--- src/rtl/seg_xlat_pkg.sv ---
package seg_xlat_pkg;
   typedef enum logic [1:0] {
      FLD_BASE  = 2'd0,
      FLD_LOWER = 2'd1,
      FLD_UPPER = 2'd2,
      FLD_NONE  = 2'd3
   } fld_e;
endpackage

--- src/rtl/seg_desc_table.sv ---
module seg_desc_table
   import seg_xlat_pkg::*;
#(
   parameter int SEG_COUNT = 8,
   parameter int ADDR_W    = 32,
   localparam int SEG_W    = $clog2(SEG_COUNT)
) (
   input  logic              clk,
   input  logic              rst_n,
   input  logic              we,
   input  logic [SEG_W-1:0]  wseg,
   input  fld_e              wfield,
   input  logic [ADDR_W-1:0] wdata,
   input  logic [SEG_W-1:0]  rseg,
   output logic [ADDR_W-1:0] rbase,
   output logic [ADDR_W-1:0] rlower,
   output logic [ADDR_W-1:0] rupper
);
   logic [ADDR_W-1:0] base_q  [SEG_COUNT];
   logic [ADDR_W-1:0] lower_q [SEG_COUNT];
   logic [ADDR_W-1:0] upper_q [SEG_COUNT];

   for (genvar s = 0; s < SEG_COUNT; s++) begin : g_seg
      logic hit;
      assign hit = we && (wseg == SEG_W'(s));

      always_ff @(posedge clk or negedge rst_n) begin
         if (!rst_n) begin
            base_q[s]  <= '0;
            lower_q[s] <= '0;
            upper_q[s] <= '0;
         end else if (hit) begin
            case (wfield)
               FLD_BASE:  base_q[s]  <= wdata;
               FLD_LOWER: lower_q[s] <= wdata;
               FLD_UPPER: upper_q[s] <= wdata;
               default:   ;
            endcase
         end
      end
   end

   assign rbase  = base_q[rseg];
   assign rlower = lower_q[rseg];
   assign rupper = upper_q[rseg];
endmodule

--- src/rtl/seg_bound_check.sv ---
module seg_bound_check #(
   parameter int ADDR_W     = 32,
   parameter bit UPPER_INCL = 1'b0
) (
   input  logic [ADDR_W-1:0] off,
   input  logic [ADDR_W-1:0] lower,
   input  logic [ADDR_W-1:0] upper,
   output logic              in_range
);
   logic above_lo;
   logic below_hi;

   assign above_lo = (off >= lower);

   if (UPPER_INCL) begin : g_hi_incl
      assign below_hi = (off <= upper);
   end else begin : g_hi_excl
      assign below_hi = (off < upper);
   end

   assign in_range = above_lo && below_hi;
endmodule

--- src/rtl/seg_resp_reg.sv ---
module seg_resp_reg #(
   parameter int ADDR_W = 32
) (
   input  logic              clk,
   input  logic              rst_n,
   input  logic              load,
   input  logic              load_ok,
   input  logic [ADDR_W-1:0] load_addr,
   input  logic              drain,
   output logic              out_valid,
   output logic              out_err,
   output logic [ADDR_W-1:0] out_addr
);
   always_ff @(posedge clk or negedge rst_n) begin
      if (!rst_n) begin
         out_valid <= 1'b0;
         out_err   <= 1'b0;
         out_addr  <= '0;
      end else if (load) begin
         out_valid <= load_ok;
         out_err   <= !load_ok;
         out_addr  <= load_ok ? load_addr : '0;
      end else if (drain) begin
         out_valid <= 1'b0;
         out_err   <= 1'b0;
         out_addr  <= '0;
      end
   end
endmodule

--- src/rtl/seg_xlat.sv ---
module seg_xlat
   import seg_xlat_pkg::*;
#(
   parameter int SEG_COUNT  = 8,
   parameter int ADDR_W     = 32,
   parameter bit UPPER_INCL = 1'b0,
   localparam int SEG_W     = $clog2(SEG_COUNT)
) (
   input  logic              clk,
   input  logic              rst_n,
   input  logic              cfg_we,
   input  logic [SEG_W-1:0]  cfg_seg,
   input  logic [1:0]        cfg_field,
   input  logic [ADDR_W-1:0] cfg_data,
   input  logic              req_valid,
   output logic              req_ready,
   input  logic [SEG_W-1:0]  req_seg,
   input  logic [ADDR_W-1:0] req_off,
   output logic              rsp_valid,
   output logic              rsp_err,
   input  logic              rsp_ready,
   output logic [ADDR_W-1:0] rsp_paddr
);
   if (SEG_COUNT < 2 || (SEG_COUNT & (SEG_COUNT - 1)) != 0) begin : g_bad_count
      $error("seg_xlat: SEG_COUNT must be a power of two of at least 2");
   end
   if (ADDR_W < 8 || ADDR_W > 64) begin : g_bad_width
      $error("seg_xlat: ADDR_W must lie between 8 and 64");
   end

   logic [ADDR_W-1:0] d_base;
   logic [ADDR_W-1:0] d_lower;
   logic [ADDR_W-1:0] d_upper;
   logic              ok;
   logic [ADDR_W-1:0] sum;
   logic              slot_full;
   logic              accept;

   seg_desc_table #(
      .SEG_COUNT (SEG_COUNT),
      .ADDR_W    (ADDR_W)
   ) u_table (
      .clk    (clk),
      .rst_n  (rst_n),
      .we     (cfg_we),
      .wseg   (cfg_seg),
      .wfield (fld_e'(cfg_field)),
      .wdata  (cfg_data),
      .rseg   (req_seg),
      .rbase  (d_base),
      .rlower (d_lower),
      .rupper (d_upper)
   );

   seg_bound_check #(
      .ADDR_W     (ADDR_W),
      .UPPER_INCL (UPPER_INCL)
   ) u_bound (
      .off      (req_off),
      .lower    (d_lower),
      .upper    (d_upper),
      .in_range (ok)
   );

   assign sum       = d_base + req_off;
   assign slot_full = rsp_valid || rsp_err;
   assign req_ready = !slot_full || rsp_ready;
   assign accept    = req_valid && req_ready;

   seg_resp_reg #(
      .ADDR_W (ADDR_W)
   ) u_resp (
      .clk       (clk),
      .rst_n     (rst_n),
      .load      (accept),
      .load_ok   (ok),
      .load_addr (sum),
      .drain     (rsp_ready),
      .out_valid (rsp_valid),
      .out_err   (rsp_err),
      .out_addr  (rsp_paddr)
   );
endmodule

--- config.mk ---
export PLATFORM = sky130hd
export DESIGN_NAME = seg_xlat
export DESIGN_NICKNAME = d
export VERILOG_FILES = /design/src/rtl/seg_xlat_pkg.sv /design/src/rtl/seg_desc_table.sv /design/src/rtl/seg_bound_check.sv /design/src/rtl/seg_resp_reg.sv /design/src/rtl/seg_xlat.sv
export SDC_FILE = /design/constraint.sdc
export NUM_CORES = 1
export LEC_CHECK = 0
export BUFFER_PORTS_ARGS = -buffer_cell sky130_fd_sc_hd__buf_2
export CORE_AREA = 2 2 306 308
export CTS_CLUSTER_SIZE = 24
export DETAILED_ROUTE_END_ITERATION = 8
export DIE_AREA = 0 0 308 310
export SLEW_MARGIN = 0
export SYNTH_ARGS = -nofsm -noshare
export SYNTH_HDL_FRONTEND = slang
export SYNTH_SLANG_ARGS = --single-unit
--- constraint.sdc ---
create_clock -name clk -period 4.3 [get_ports clk]
set_input_delay 0.645 -clock clk [delete_from_list [all_inputs] [get_ports clk]]
set_output_delay 0.645 -clock clk [all_outputs]
set_load 0.02 [all_outputs]
==> results.md, run 1 <==
Status
- completed — result of the run

Global routing
- 0.316 — global-route track usage on met1
- 0.230 — Global Route Usage Sum
- 163 mm — wire length of the first global-routing pass
- 158 — largest net degree at the start of global routing
- 0 — overflow left after global routing
- 2 — initial antenna violation count
- 24,701 — number of global-route vias before repair
- 0.386 — global-route met2 utilization
- met2 — Most Used Layer, Global Route
- 0.0252 — met3 Track Usage GR

Power
- 0.000307 V — maximum resistive drop on vdd
- 497 nW/µm² — power density cells
- 22.0 mW — overall power of the completed layout
- 20.2 nW — leakage dissipation

Cells and area
- 2,861 — final-stage net count
- 0 — count of antenna diodes in the layout
- 15.4% — layout overhead on the synthesized area
- 0.474 — fraction of final layout cells sized beyond drive strength 1
- 0.479 — utilization after layout
- 7,897 — Layout fillers

Drt
- 1,587 — First DRT Iteration DRCs
- 0 — Post-route DRC
- 5 — Pre-Repair DR Iteration Count
- 23,058 — routed via count
- 27.5 µm — Routed wire per std cell
- 108 mm — total wirelength of the detailed-routed design
- 5.84 — detail-routed via count per cell
- 0 — remaining antenna violation count after routing

Clock network
- 3 — number of levels the H-tree was split into
- done — CTS tree
- 3 — CTS max path bufs
- 0.06 ns — clock-pin transition on the worst setup and hold timing paths
- 0.66 ns — clock latency on the worst-skew pair
- 0 — number of buffers inserted by post-CTS setup repair
- sky130_fd_sc_hd__clkbuf_16 — root cell of the clock tree
- 802 — clk sink count
- 87 — total CTS buffers

Yosys
- 38,300 µm² — Syn Std Cell Area
- 15.2 µm² — post-synthesis average cell area
- sky130_fd_sc_hd__dfrtp_1, sky130_fd_sc_hd__mux2_2, sky130_fd_sc_hd__mux4_2 — main area contributors after synthesis
- 0.523 — area share of the largest cell type after synthesis
- sky130_fd_sc_hd__dfrtp_1 — Synth area leader
- 0 — warnings from Yosys
- 0.523 — sequential element share of the synthesized area
- 60 — unique cell type count in the Yosys netlist
- 2,701 — post-synthesis net count
- sky130_fd_sc_hd__dfrtp_1 — most used flip-flop cell after synthesis
- 1.00 — share of synthesized flip-flops with an asynchronous set or reset
- 802 — number of synthesized register bits
- 0 — number of enable flip-flop cells after synthesis
- 2,529 — Post-Synthesis Cells

STA
- 3.89 ns — time the worst path needs with I/O delays and setup
- false — RSZ-0062 raised after global routing
- 0.407 ns — setup ws final
- 0.240 — Slew Limit Headroom
- 0.0298 ns — worst-case clock skew
- 0 — final setup violation count
- 0.905 — Final Cycle Share
- 0 ns — total negative slack for setup checks
- 1.14 ns — transition time of the tightest slew-check pin
- 0 — Slew Viols, Final
- 257 MHz — highest clock rate
- 0 — number of failing hold endpoints at the final stage

Placed design
- 0.858 — global placer's final weighted congestion
- 67.9 mm — hpwl dp
- -0.223 ns — setup slack after placement
- 111 — port buffer count

Floorplanning
- 310 µm — overall die height
- 92,500 µm² — Core Region
- 95,500 µm² — DIE AREA
- 112 — number of rows in the core area
- 308 µm — horizontal extent of the die
- 112 — Top-Level Pins
- 0.415 — initial standard-cell utilization of the core

Critical path
- 4.41 ns — data arrival time at the worst-slack endpoint
- 14 — highest fanout seen on the critical path
- input pin — startpoint types
- sky130_fd_sc_hd__buf_4 — crit-path most repeated cell
- 0.60 ns — stage delay of the slowest cell on the critical path
- 14 — number of cell instances on the worst register-to-register path
- buf_8 -> buf_12 -> buf_12 -> buf_4 -> mux4_2 -> mux2i_1 -> ha_1 -> nand4_1 -> nor4_1 -> nand2_1 -> buf_4 -> nor4_1 -> buf_4 -> nor3_1 -> buf_4 -> nor2_1 -> buf_4 -> o2bb2ai_1 — worst-path cell chain
- 4.82 ns — WP data required
- register — Critical Path Sink Type
- sky130_fd_sc_hd__nor4_1 — cell with the biggest individual delay on the critical path
- in -> reg — type of the worst setup path

Worst hold path
- 3 — cell count of the worst hold path
- in -> reg — Hold/Removal Path Class

Job
- 0 — reported max-cap violation count

==> critical path, delay by kind of cell <==
kind | cells | cell delay (ns)
and+or+nand+nor | 6 | 1.33
AOI/OAI and AO/OA | 1 | 0.05
adders and majority gates | 1 | 0.22
muxes | 2 | 0.85
buffers and inverters | 8 | 1.30
==> Yosys cell counts (all sizes together) (3+ instances only) <==
| library cell | number |
|---|---|
| o31ai | 4 |
| nand2b | 8 |
| and4 | 3 |
| a32o | 3 |
| clkbuf | 145 |
| mux2i | 64 |
| a21o | 22 |
| a211oi | 8 |
| nand3 | 10 |
| dfrtp | 802 |
| nand4b | 4 |
| mux4 | 192 |
| o21bai | 7 |
| o21a | 9 |
| or3 | 4 |
| ha | 94 |
| o22ai | 4 |
| nand4 | 11 |
| o211ai | 4 |
| nor2 | 24 |
| xor2 | 8 |
| a31oi | 3 |
| nor3 | 10 |
| nor4 | 6 |
| a21oi | 55 |
| o21ai | 28 |
| mux2 | 801 |
| nor3b | 3 |
| and3 | 5 |
| xnor2 | 16 |
| nand2 | 41 |
| a22o | 27 |
| a211o | 3 |
| inv | 13 |
| a2111oi | 4 |
| buf | 58 |
==> area by class of cell <==
type	instances	area, µm²	share of cell area
Clock buffer	129	2560	0.0578
Timing Repair Buffer	274	2240	0.0507
Inverter	13	48.8	0.00110
Tap cell	1197	1500	0.0338
Multi-Input combinational cell	1511	17600	0.397
Clock inverter	23	275	0.00622
Sequential cell	802	20100	0.453
==> placed cells by master (no fill, tap or decap), types with 54 or more instances in the layout <==
cell type	Yosys	layout
sky130_fd_sc_hd__mux2_2	683	683
sky130_fd_sc_hd__ha_1	94	94
sky130_fd_sc_hd__a21oi_1	55	54
sky130_fd_sc_hd__buf_2	4	107
sky130_fd_sc_hd__mux4_2	192	192
sky130_fd_sc_hd__dfrtp_1	802	802
sky130_fd_sc_hd__mux2i_1	64	64
sky130_fd_sc_hd__clkbuf_16	0	88
sky130_fd_sc_hd__buf_4	3	128
sky130_fd_sc_hd__mux2_1	118	118
==> routing by layer <==
layer / routed length [µm] / up-vias
li1: - / 9828
met3: 3730 / 145
met5: 0 / -
met4: 2950 / 0
met2: 53400 / 470
met1: 48400 / 12615
==> state kept, by name, indices dropped and copies added, names as in the netlist <==
signal            count
u_resp.out_valid      1
u_table.lower_q     256
u_table.base_q      256
u_resp.out_err        1
u_table.upper_q     256
u_resp.out_addr      32
==> final timing paths <==
| path | from | end | slack (ns) |
|---|---|---|---|
| worst max-delay path | req_seg[0] | u_resp.out_err | 0.41 |
| worst min-delay path | rsp_ready | u_resp.out_err | 0.41 |
| worst max register to register | u_table.lower_q[94] | u_resp.out_err | 0.42 |
| worst min register to register | u_table.base_q[171] | u_table.base_q[171] | 0.48 |
| max in group asynchronous | rst_n | u_table.lower_q[211] | 2.39 |
| min in group asynchronous | rst_n | u_resp.out_addr[24] | 0.59 |
==> what timing repair did <==
action / in CTS / in global routing
resized for setup: 0 / 0
endpoints found under the hold margin: 57 / 0
hold buffers: 1 / 0
==> cell families (layout without fill, tap and decap cells) <==
logic type      count (synthesis)  in the layout  synth area share
compound gates                197            197            0.0348
fa+ha+maj                      95             95            0.0312
simple gates                  138            138            0.0188
xor+xnor                       24             24           0.00548
buf+inv                       216            439            0.0216
flops                         802            802             0.523
mux                          1057           1057             0.365
==> where the power goes <==
| part | switching (mW) | total (mW) | leakage, nW | internal [mW] |
|---|---|---|---|---|
| clock network | 3.10 | 7.45 | 1.39 | 4.36 |
| logic | 2.11 | 4.74 | 8.52 | 2.63 |
| registers | 0.803 | 9.82 | 10.3 | 9.02 |
| total | 6.01 | 22.0 | 20.2 | 16.0 |
==> stage by stage <==
step	cells	hold WS (ns)	cell area (µm²)
6_report	3949	0.413	44300
3_5_place_dp	3796	0.475	41400
5_1_grt	3949	0.415	44300
4_1_cts	3949	0.359	44300
3_3_place_gp	3796	0.468	41400
2_1_floorplan	2529	0.349	38400
Note: power is estimated with default switching activity, not from simulation.
==> inputs of run 2 (changes only) <==
==> constraint.sdc (replaced) <==
create_clock -name clk -period 4.38 [get_ports clk]
set_input_delay 0.657 -clock clk [delete_from_list [all_inputs] [get_ports clk]]
set_output_delay 0.657 -clock clk [all_outputs]
set_load 0.02 [all_outputs]
==> results.md, run 2 (synthesis results as in run 1) <==
Critical path
- u_table.base_q[0] — source of the worst register-to-register timing path
- 4.91 ns — WP data required
- 0.41 ns — reg-to-reg slack, setup
- register — Critical Path Sink Type
- 4 — highest fanout seen on the critical path
- u_resp.out_addr[28] — capturing instance or port of the critical path
- 4.50 ns — data arrival time at the worst-slack endpoint
- register — startpoint types
- u_resp.out_addr[28] — worst r2r dst
- reg -> reg — type of the worst setup path
- u_table.base_q[0] — launch point of the critical path
- 13 — number of cell instances on the worst register-to-register path

STA
- 0.121 ns — Hold WS
- 252 MHz — highest clock rate
- 0 — final setup violation count
- false — RSZ-0062 raised after global routing
- 0 ns — total negative slack for setup checks
- 0.0282 ns — worst-case clock skew
- 0 — Slew Viols, Final
- 3.97 ns — time the worst path needs with I/O delays and setup
- 0.121 — Slew Limit Headroom
- 0 — number of failing hold endpoints at the final stage
- 1.32 ns — transition time of the tightest slew-check pin
- 0.906 — Final Cycle Share

Drt
- 0 — Post-route DRC
- 5.85 — detail-routed via count per cell
- 1,472 — First DRT Iteration DRCs
- 109 mm — total wirelength of the detailed-routed design
- 6 — Pre-Repair DR Iteration Count
- 22,960 — routed via count
- 27.9 µm — Routed wire per std cell
- 0 — remaining antenna violation count after routing

Cells and area
- sky130_fd_sc_hd__dfrtp_1 — most common cell after layout, fill and taps aside
- 0.470 — fraction of final layout cells sized beyond drive strength 1
- 15.0% — layout overhead on the synthesized area
- 44,100 µm² — post-route standard cell area excluding fillers
- u_table.base_q (256), u_table.lower_q (256), u_table.upper_q (256) — largest registers in the final layout
- 7,890 — Layout fillers
- 0.477 — utilization after layout
- 2,833 — final-stage net count
- 20,100 µm² — sequential standard cell area
- 17,600 µm² — footprint of the multi-input gates
- sky130_fd_sc_hd__dfrtp_1, sky130_fd_sc_hd__mux2_2, sky130_fd_sc_hd__mux4_2 — commonest cells after routing, fill and taps aside
- 0 — count of antenna diodes in the layout

Clock network
- 3 — number of levels the H-tree was split into
- 0 — number of gates given a new drive strength after cts
- 88 — total CTS buffers
- 0 — post-cts hold buffer count
- 0 — number of buffers inserted by post-CTS setup repair
- 3 — CTS max path bufs
- 0.65 ns — clock latency on the worst-skew pair
- done — CTS tree
- 802 — clk sink count
- 0.06 ns — clock-pin transition on the worst setup and hold timing paths
- sky130_fd_sc_hd__clkbuf_16 — root cell of the clock tree

Status
- completed — result of the run

Power
- 20.1 nW — leakage dissipation
- 496 nW/µm² — power density cells
- 0.000287 V — maximum resistive drop on vdd

Global routing
- 0.233 — Global Route Usage Sum
- 24,724 — number of global-route vias before repair
- 5 — initial antenna violation count
- 164 mm — wire length of the first global-routing pass
- 0 — overflow left after global routing
- 110 — largest net degree at the start of global routing

Floorplanning
- 310 µm — overall die height
- 308 µm — horizontal extent of the die
- 0.415 — initial standard-cell utilization of the core
- 92,500 µm² — Core Region
- 95,500 µm² — DIE AREA
- 112 — number of rows in the core area
- 112 — Top-Level Pins

Placed design
- 111 — port buffer count
- 41,100 µm² — dpl cell area
- 0.836 — global placer's final weighted congestion
- 67.6 mm — hpwl dp

Job
- 0 — reported max-cap violation count

Worst hold path
- in -> async — Hold/Removal Path Class

## run 2: through the flow
stage	power (mW)	setup slack (ns)	std cells
after CTS	22.1	0.501	3924
final	21.9	0.411	3924
after global placement	14.0	-0.155	3768
after detailed placement	14.3	-0.139	3768
after floorplan	12.6	0.0162	2529
after global routing	22.9	0.290	3924
## run 2: cell type report
| type | instances | area share |
|---|---|---|
| Clock buffer | 126 | 0.0578 |
| Timing Repair Buffer | 245 | 0.0436 |
| Tap cell | 1197 | 0.0340 |
| Clock inverter | 30 | 0.0101 |
| Sequential cell | 802 | 0.455 |
| Inverter | 13 | 0.00111 |
| Multi-Input combinational cell | 1511 | 0.398 |
## run 2: per-layer routing
layer	GRT usage	up-vias	wire length [µm]
met3	0.0358	159	5170
met4	0.0761	8	3040
met2	0.391	536	53800
met1	0.311	12481	47300
met5	0	-	48
li1	-	9776	-
## run 2: power by group
part           leakage, nW  internal (mW)  switching (mW)
sequential            10.3           8.85           0.762
combinational         8.36           2.48            2.07
clock                 1.47           4.68            3.04
## run 2: how the worst min path moves through the flow
stage,endpoint,slack [ns],cells past startpoint
floorplan,u_resp.out_addr[0],0.36,0
global placement,u_table.base_q[190],0.47,1
detailed placement,u_table.upper_q[173],0.48,1
CTS,u_table.upper_q[69],0.13,1
global route,u_table.upper_q[69],0.16,1
finish,u_table.lower_q[197],0.12,1
## run 2: critical path, cell delays in order (launching register included)
cell and delay, ns:
sky130_fd_sc_hd__dfrtp_1 0.38, sky130_fd_sc_hd__mux4_2 0.47, sky130_fd_sc_hd__mux2_2 0.32, sky130_fd_sc_hd__ha_1 0.27, sky130_fd_sc_hd__fa_1 0.48, sky130_fd_sc_hd__a211oi_1 0.23, sky130_fd_sc_hd__o21bai_1 0.11, sky130_fd_sc_hd__a21oi_1 0.25
sky130_fd_sc_hd__buf_4 0.22, sky130_fd_sc_hd__o22ai_1 0.12, sky130_fd_sc_hd__o21ai_1 0.25, sky130_fd_sc_hd__a21boi_0 0.15, sky130_fd_sc_hd__or3_1 0.34, sky130_fd_sc_hd__a32o_1 0.25
